$ cat config.mk
export PLATFORM = sky130hd
export DESIGN_NAME = dma_channel
export DESIGN_NICKNAME = d
export VERILOG_FILES = /design/src/rtl/dma_chan_pkg.sv /design/src/rtl/dma_trig_pick.sv /design/src/rtl/dma_addr_track.sv /design/src/rtl/dma_xfer_fsm.sv /design/src/rtl/dma_channel.sv
export SDC_FILE = /design/constraint.sdc
export NUM_CORES = 1
export LEC_CHECK = 0
export ABC_AREA = 1
export BUFFER_PORTS_ARGS = -buffer_cell sky130_fd_sc_hd__buf_2
export CORE_ASPECT_RATIO = 0.9
export CORE_MARGIN = 8
export CORE_UTILIZATION = 60
export DETAILED_ROUTE_END_ITERATION = 8
export GPL_TIMING_DRIVEN = 0
export HOLD_SLACK_MARGIN = 0.03
export PLACE_DENSITY = 0.91
export SLEW_MARGIN = 20
export SYNTH_ARGS = -nofsm -noshare
export SYNTH_HDL_FRONTEND = slang
export SYNTH_SLANG_ARGS = --single-unit
export TNS_END_PERCENT = 50
$ cat constraint.sdc
create_clock -name clk -period 3.48 [get_ports clk]
set_clock_uncertainty 0.15 [all_clocks]
set_input_delay 0.174 -clock clk [delete_from_list [all_inputs] [get_ports clk]]
set_output_delay 0.174 -clock clk [all_outputs]
set_load 0.01 [all_outputs]
$ cat src/rtl/dma_chan_pkg.sv
// Shared types for the DMA channel.
// Assumes the control byte layout given here is the one software uses.
package dma_chan_pkg;

    localparam int TRIG_SEL_W = 3;

    // Configuration register selector values.
    typedef enum logic [1:0] {
        SEL_CTRL   = 2'd0,
        SEL_START  = 2'd1,
        SEL_END    = 2'd2,
        SEL_PERIPH = 2'd3
    } cfg_sel_t;

    // Control byte, bit 0 is the enable bit.
    typedef struct packed {
        logic [TRIG_SEL_W-1:0] trig_sel;
        logic                  word;
        logic                  irq_en;
        logic                  dir;
        logic                  loop;
        logic                  en;
    } ctrl_t;

    // Transfer sequencer states.
    typedef enum logic [1:0] {
        ST_IDLE = 2'd0,
        ST_RD   = 2'd1,
        ST_WR   = 2'd2
    } xfer_state_t;

endpackage

$ cat src/rtl/dma_trig_pick.sv
// Picks one trigger input by code, detects its rising edge and keeps one
// pending request. Assumes trigger inputs are synchronous to clk.
// Codes at or beyond NTRIG select nothing.
module dma_trig_pick #(
    parameter int NTRIG = 7,
    parameter int SELW  = 3
) (
    input  logic             clk,
    input  logic             rst_n,
    input  logic [NTRIG-1:0] trig_in,
    input  logic [SELW-1:0]  sel,
    input  logic             enable,
    input  logic             take,
    output logic             pending
);

    logic lvl;
    logic lvl_prev;
    logic rise;

    // Select the level of the chosen trigger input.
    always_comb begin
        lvl = 1'b0;
        for (int i = 0; i < NTRIG; i++) begin
            if (sel == SELW'(i)) lvl = trig_in[i];
        end
    end

    assign rise = lvl && !lvl_prev;

    // Remember the previous level for edge detection.
    always_ff @(posedge clk) begin
        if (!rst_n) lvl_prev <= 1'b0;
        else        lvl_prev <= lvl;
    end

    // Single pending slot: set by an edge, cleared when a unit starts.
    always_ff @(posedge clk) begin
        if (!rst_n)       pending <= 1'b0;
        else if (!enable) pending <= 1'b0;
        else if (rise)    pending <= 1'b1;
        else if (take)    pending <= 1'b0;
    end

    assert_no_pending_when_off_R1: assert property (@(posedge clk) disable iff (!rst_n)
        !enable |=> !pending);

endmodule

$ cat src/rtl/dma_addr_track.sv
// Holds the register-file pointer. Reloads it on a start request and steps
// it or wraps it to the start address when a unit completes.
// Assumes load and advance are single-cycle strobes.
module dma_addr_track #(
    parameter int AW = 12
) (
    input  logic          clk,
    input  logic          rst_n,
    input  logic          load,
    input  logic [AW-1:0] start_addr,
    input  logic          advance,
    input  logic          wrap,
    input  logic          word,
    output logic [AW-1:0] cur_addr
);

    logic [AW-1:0] step;

    assign step = word ? AW'(2) : AW'(1);

    // Pointer update; a configuration reload wins over unit completion.
    always_ff @(posedge clk) begin
        if (!rst_n)       cur_addr <= '0;
        else if (load)    cur_addr <= start_addr;
        else if (advance) cur_addr <= wrap ? start_addr : cur_addr + step;
    end

endmodule

$ cat src/rtl/dma_xfer_fsm.sv
// Runs one transfer unit: one or two bytes, each a read followed by a write
// on the request/grant bus. It copies the pointer, offset, direction and
// size at unit start, so configuration writes cannot disturb a running
// unit. Read data is assumed valid in the cycle the read is granted.
module dma_xfer_fsm
    import dma_chan_pkg::*;
#(
    parameter int AW = 12,
    parameter int DW = 8,
    parameter int PW = 8
) (
    input  logic          clk,
    input  logic          rst_n,
    input  logic          pending,
    input  logic          enable,
    input  logic          word,
    input  logic          dir,
    input  logic [AW-1:0] cur_addr,
    input  logic [AW-1:0] end_addr,
    input  logic [PW-1:0] periph_lo,
    input  logic          bus_gnt,
    input  logic [DW-1:0] bus_rdata,
    output logic          bus_req,
    output logic          bus_we,
    output logic [AW-1:0] bus_addr,
    output logic [DW-1:0] bus_wdata,
    output logic          take,
    output logic          unit_done,
    output logic          end_hit,
    output logic          unit_word,
    output logic          err
);

    localparam logic [AW-PW-1:0] PAGE = '1;

    xfer_state_t   state;
    logic [AW-1:0] rf_base;
    logic [PW-1:0] p_base;
    logic          u_dir;
    logic          idx;
    logic          hit_q;
    logic [DW-1:0] data_q;
    logic [AW-1:0] rf_addr;
    logic [AW-1:0] pa_addr;
    logic [PW-1:0] p_lo;
    logic          last;
    logic          hit_now;

    assign rf_addr   = rf_base + AW'(idx);
    assign p_lo      = p_base + PW'(idx);
    assign pa_addr   = {PAGE, p_lo};
    assign last      = !unit_word || idx;
    assign hit_now   = hit_q || (rf_addr == end_addr);

    assign take      = (state == ST_IDLE) && pending && enable;
    assign unit_done = (state == ST_WR) && bus_gnt && last;
    assign end_hit   = hit_now;

    assign bus_req   = (state != ST_IDLE);
    assign bus_we    = (state == ST_WR);
    assign bus_addr  = (bus_we ^ u_dir) ? pa_addr : rf_addr;
    assign bus_wdata = data_q;

    // Sequence the read and write accesses of each byte in a unit.
    always_ff @(posedge clk) begin
        if (!rst_n) begin
            state     <= ST_IDLE;
            rf_base   <= '0;
            p_base    <= '0;
            u_dir     <= 1'b0;
            unit_word <= 1'b0;
            idx       <= 1'b0;
            hit_q     <= 1'b0;
            data_q    <= '0;
            err       <= 1'b0;
        end else begin
            err <= 1'b0;
            unique case (state)
                ST_IDLE: begin
                    if (take) begin
                        if (word && periph_lo[0]) begin
                            err <= 1'b1;
                        end else begin
                            rf_base   <= cur_addr;
                            p_base    <= periph_lo;
                            u_dir     <= dir;
                            unit_word <= word;
                            idx       <= 1'b0;
                            hit_q     <= 1'b0;
                            state     <= ST_RD;
                        end
                    end
                end
                ST_RD: begin
                    if (bus_gnt) begin
                        data_q <= bus_rdata;
                        state  <= ST_WR;
                    end
                end
                ST_WR: begin
                    if (bus_gnt) begin
                        hit_q <= hit_now;
                        if (last) begin
                            state <= ST_IDLE;
                        end else begin
                            idx   <= 1'b1;
                            state <= ST_RD;
                        end
                    end
                end
                default: state <= ST_IDLE;
            endcase
        end
    end

    assert_req_held_R11: assert property (@(posedge clk) disable iff (!rst_n)
        bus_req && !bus_gnt |=> bus_req && $stable(bus_addr) && $stable(bus_we));

    assert_read_then_write_R11: assert property (@(posedge clk) disable iff (!rst_n)
        bus_req && bus_gnt && !bus_we |=> bus_req && bus_we);

    assert_periph_page_R9: assert property (@(posedge clk) disable iff (!rst_n)
        bus_req && (u_dir != bus_we) |-> (&bus_addr[AW-1:PW]));

    assert_even_word_offset_R7: assert property (@(posedge clk) disable iff (!rst_n)
        bus_req && unit_word |-> !p_base[0]);

    assert_err_no_access_R7: assert property (@(posedge clk) disable iff (!rst_n)
        err |-> !bus_req);

endmodule

$ cat src/rtl/dma_channel.sv
// One DMA channel: the configuration registers, trigger selection, the
// register-file pointer and the transfer sequencer. Assumes one bus master
// per bus and synchronous triggers. Control writes may happen at any time.
module dma_channel
    import dma_chan_pkg::*;
#(
    parameter int AW    = 12,
    parameter int DW    = 8,
    parameter int PW    = 8,
    parameter int NTRIG = 7
) (
    input  logic             clk,
    input  logic             rst_n,
    input  logic             cfg_we,
    input  logic [1:0]       cfg_sel,
    input  logic [AW-1:0]    cfg_wdata,
    input  logic [NTRIG-1:0] trig_in,
    output logic             bus_req,
    output logic             bus_we,
    output logic [AW-1:0]    bus_addr,
    output logic [DW-1:0]    bus_wdata,
    input  logic [DW-1:0]    bus_rdata,
    input  logic             bus_gnt,
    output logic             irq,
    output logic             err,
    output logic             chan_en
);

    localparam int CTRL_W = $bits(ctrl_t);

    ctrl_t         ctrl;
    logic [AW-1:0] start_q;
    logic [AW-1:0] end_q;
    logic [PW-1:0] periph_q;
    logic [AW-1:0] cur_addr;
    logic          wr_ctrl;
    logic          load_start;
    logic          pending;
    logic          take;
    logic          unit_done;
    logic          end_hit;
    logic          unit_word;

    assign wr_ctrl    = cfg_we && (cfg_sel == SEL_CTRL);
    assign load_start = wr_ctrl && cfg_wdata[0];
    assign chan_en    = ctrl.en;

    // Control register; hardware clears enable at the end of a one-shot block.
    always_ff @(posedge clk) begin
        if (!rst_n)                                  ctrl <= '0;
        else if (wr_ctrl)                            ctrl <= ctrl_t'(cfg_wdata[CTRL_W-1:0]);
        else if (unit_done && end_hit && !ctrl.loop) ctrl.en <= 1'b0;
    end

    // Address configuration registers.
    always_ff @(posedge clk) begin
        if (!rst_n) begin
            start_q  <= '0;
            end_q    <= '0;
            periph_q <= '0;
        end else if (cfg_we) begin
            if (cfg_sel == SEL_START)  start_q  <= cfg_wdata;
            if (cfg_sel == SEL_END)    end_q    <= cfg_wdata;
            if (cfg_sel == SEL_PERIPH) periph_q <= cfg_wdata[PW-1:0];
        end
    end

    // One-cycle interrupt after the end-address unit.
    always_ff @(posedge clk) begin
        if (!rst_n) irq <= 1'b0;
        else        irq <= unit_done && end_hit && ctrl.irq_en;
    end

    dma_trig_pick #(
        .NTRIG (NTRIG),
        .SELW  (TRIG_SEL_W)
    ) i_trig (
        .clk     (clk),
        .rst_n   (rst_n),
        .trig_in (trig_in),
        .sel     (ctrl.trig_sel),
        .enable  (ctrl.en),
        .take    (take),
        .pending (pending)
    );

    dma_addr_track #(
        .AW (AW)
    ) i_addr (
        .clk        (clk),
        .rst_n      (rst_n),
        .load       (load_start),
        .start_addr (start_q),
        .advance    (unit_done),
        .wrap       (end_hit),
        .word       (unit_word),
        .cur_addr   (cur_addr)
    );

    dma_xfer_fsm #(
        .AW (AW),
        .DW (DW),
        .PW (PW)
    ) i_fsm (
        .clk       (clk),
        .rst_n     (rst_n),
        .pending   (pending),
        .enable    (ctrl.en),
        .word      (ctrl.word),
        .dir       (ctrl.dir),
        .cur_addr  (cur_addr),
        .end_addr  (end_q),
        .periph_lo (periph_q),
        .bus_gnt   (bus_gnt),
        .bus_rdata (bus_rdata),
        .bus_req   (bus_req),
        .bus_we    (bus_we),
        .bus_addr  (bus_addr),
        .bus_wdata (bus_wdata),
        .take      (take),
        .unit_done (unit_done),
        .end_hit   (end_hit),
        .unit_word (unit_word),
        .err       (err)
    );

    assert_irq_one_cycle_R5: assert property (@(posedge clk) disable iff (!rst_n)
        irq |=> !irq);

    assert_oneshot_disables_R2: assert property (@(posedge clk) disable iff (!rst_n)
        unit_done && end_hit && !ctrl.loop && !wr_ctrl |=> !chan_en);

    assert_loop_stays_on_R3: assert property (@(posedge clk) disable iff (!rst_n)
        unit_done && ctrl.loop && ctrl.en && !cfg_we |=> chan_en);

endmodule

==> flow_metrics.env <==
export IMPL_grt_pass1_vias=4670
export IMPL_wl_per_cell_um=15.6
export IMPL_cts_resized_gates=0
export IMPL_synth_edf_count=0
export IMPL_synth_nets=681
export IMPL_worstPathMaxFanout=4
export IMPL_rsz0062_at_grt="false"
export IMPL_h_tree_depth=3
export IMPL_ant_nets=0
export IMPL_overflow=0
export IMPL_worst_pin_slew_ps=568
export IMPL_timing_fmax_ghz=0.377
export IMPL_critPathArrivalTime_ps=2730
export IMPL_ys_warn_count=0
export IMPL_yosysUniqueCellTypes=36
export IMPL_core_area_um2=7430
export IMPL_slew_headroom=0.621
export IMPL_clock_sink_count=90
export IMPL_powerDensity_nw_per_um2=475
export IMPL_dp_cells=793
export IMPL_drcViolationCount=0
export IMPL_fillers=562
export IMPL_synth_async_reset_ratio=0
export IMPL_hold_path_class="input port to flip-flop"
export IMPL_io_buffers=56
export IMPL_final_common_cell="nand2_1"
export IMPL_post_route_min_period_ps=2660
export IMPL_firstDrtPassIters=6
export IMPL_ir_drop_uv=257
export IMPL_drive_gt1_frac=0.155
export IMPL_worst_slack_ps=824
export IMPL_post_cts_buffers=0
export IMPL_cts_tree="done"
export IMPL_crit_type="flip-flop to flip-flop"
export IMPL_die_w_um=107
export IMPL_synth_area_um2=4520
export IMPL_p_leak_nw=2.37
export IMPL_status="complete, no violations"
export IMPL_wirelength_mm=13.0
export IMPL_finalPower_mw=2.54
export IMPL_fin_tns_setup_ps=0
export IMPL_synth_top_cell_area_share=0.399
export IMPL_cp_cell_sequence="inv_1 > ha_1 > inv_1 > fa_1 > nor2_1 > nand3_1 > nor3_1 > nand3_1 > xor2_1 > nand4_1 > nand3_1 > a21oi_1"
export IMPL_post_route_util=0.721
export IMPL_ff_latch_area_um2=1800
export IMPL_grt_pass1_wl_mm=21.3
export IMPL_post_drt_via_cell_ratio=5.65
export IMPL_worstSetupEndpointType="flip-flop"
export IMPL_die_area_um2=10600
export IMPL_fin_crit_sh=0.763
export IMPL_slew_violations=0
export IMPL_critPathMostFrequentCell="nand3_1"
export IMPL_grtUsageTotal=0.248
export IMPL_dp_hpwl_mm=9.32
export IMPL_finalSetupViolCount=0
export IMPL_ys_ff_latch=90
export IMPL_place_ws_ps=930
export IMPL_cts_root_buffer="clkbuf_8"
export IMPL_yosysSeqAreaShare=0.399
export IMPL_fp_row_count=30
export IMPL_multi_input_area_um2=2240
export IMPL_critPathLaunchType="flip-flop"
export IMPL_place_congestion=0.914
export IMPL_chipHeight_um=98.3
export IMPL_start_util=0.608
export IMPL_slowest_delay_ps=400
export IMPL_pin_count=58
export IMPL_synth_top_area_cell="dfxtp_1"
export IMPL_post_dp_cell_area_um2=4920
export IMPL_antenna_found_initial=0
export IMPL_crit_required_ps=3560
export IMPL_cap_viol_max_count=0
export IMPL_hold_violations=0
export IMPL_whs_ps=59.8
export IMPL_syn_inst=641
export IMPL_dr_first_iter_drc_count=383
export IMPL_diodes=0
export IMPL_num_vias=4694
export IMPL_syn_to_final_growth_pct=18.5
export IMPL_synth_area_leaders="dfxtp_1 40%, o21ai_0 8.1%, nand3_1 7.7%, nand2_1 7.6%, a21oi_1 7.3%"
export IMPL_synth_ff_type="dfxtp_1"
export IMPL_slowest_stage="fa_1"
export IMPL_cts_buffers_inserted=9
export IMPL_fin_area_um2=5360
export IMPL_clkLatencyLatePin_ps=370
export IMPL_fin_cells=831
export IMPL_grt_max_degree=16
export IMPL_layout_nets=770
export IMPL_syn_avg_cell_area_um2=7.05
export IMPL_final_cell_mix="91 x nand2_1, 90 x dfxtp_1, 87 x inv_1"
export IMPL_clock_path_buffers=2
export IMPL_clk_pin_slew_ps=90
==> registers in the layout (all words and copies together) (netlist names), 7 cells and up <==
signal           count
end_q               12
i_addr.cur_addr     12
i_fsm.rf_base       12
start_q             12
i_fsm.bus_wdata      8
i_fsm.p_base         8
periph_q             8
ctrl                 7
==> cells by family after synthesis <==
group           after synthesis  share of synthesized area
xor+xnor                     15                     0.0291
compound gates              148                      0.171
buf+inv                     118                      0.105
flops                        90                      0.399
fa+ha+maj                     7                     0.0210
simple gates                263                      0.275
==> critical path, delay by kind of cell (launching register included) <==
kind            cells  cell delay, ps
flops               1             330
buf+inv             2             200
simple gates        6            1020
compound gates      1              70
xor+xnor            1             170
fa+ha+maj           2             590
==> worst paths after layout <==
| kind | start | end | slack, ps | depth (start not counted) |
|---|---|---|---|---|
| setup reg to reg | i_fsm.unit_word | i_addr.cur_addr[10] | 820 | 12 |
| hold / removal | cfg_wdata[4] | ctrl[4] | 60 | 3 |
| setup / recovery | i_fsm.unit_word | i_addr.cur_addr[10] | 820 | 12 |
| hold reg to reg | i_fsm.bus_wdata[4] | i_fsm.bus_wdata[4] | 300 | 2 |
==> metal layers <==
layer,track usage,routed length [um],vias to the layer above
li1,-,-,2273
met1,0.276,5240,2168
met2,0.421,6190,205
met3,0.0744,1110,48
met4,0.114,425,0
met5,0,0,-
==> cells in the mapped netlist, types with 5 or more instances <==
cell / n
a21oi_1: 66
clkbuf_1: 18
dfxtp_1: 90
ha_1: 6
inv_1: 87
inv_2: 5
nand2_1: 91
nand2_2: 14
nand3_1: 70
nand4_1: 16
nor2_1: 51
nor2_4: 5
o21ai_0: 73
xor2_1: 12
==> report_power, final <==
group | leakage, nW | switching (mW) | internal [mW] | total [mW]
combinational | 1.54 | 0.361 | 0.229 | 0.590
clock | 0.103 | 0.388 | 0.406 | 0.794
sequential | 0.732 | 0.0577 | 1.10 | 1.16
total | 2.37 | 0.807 | 1.74 | 2.54
==> cell type report <==
class,instances,area share
flip-flops and latches,90,0.336
inverters,92,0.0645
well taps,96,0.0224
clock inverters,6,0.0166
repair buffers,78,0.0934
clock buffers,10,0.0238
multi-input cells,433,0.419
plain buffers,26,0.0241
==> repair_timing <==
item | 4_1_cts | 5_1_grt
hold endpoints to repair | 25 | 0
hold buffers | 22 | 0
setup endpoints to repair | 0 | 0
No activity file was read; power rests on OpenSTA's default activity.
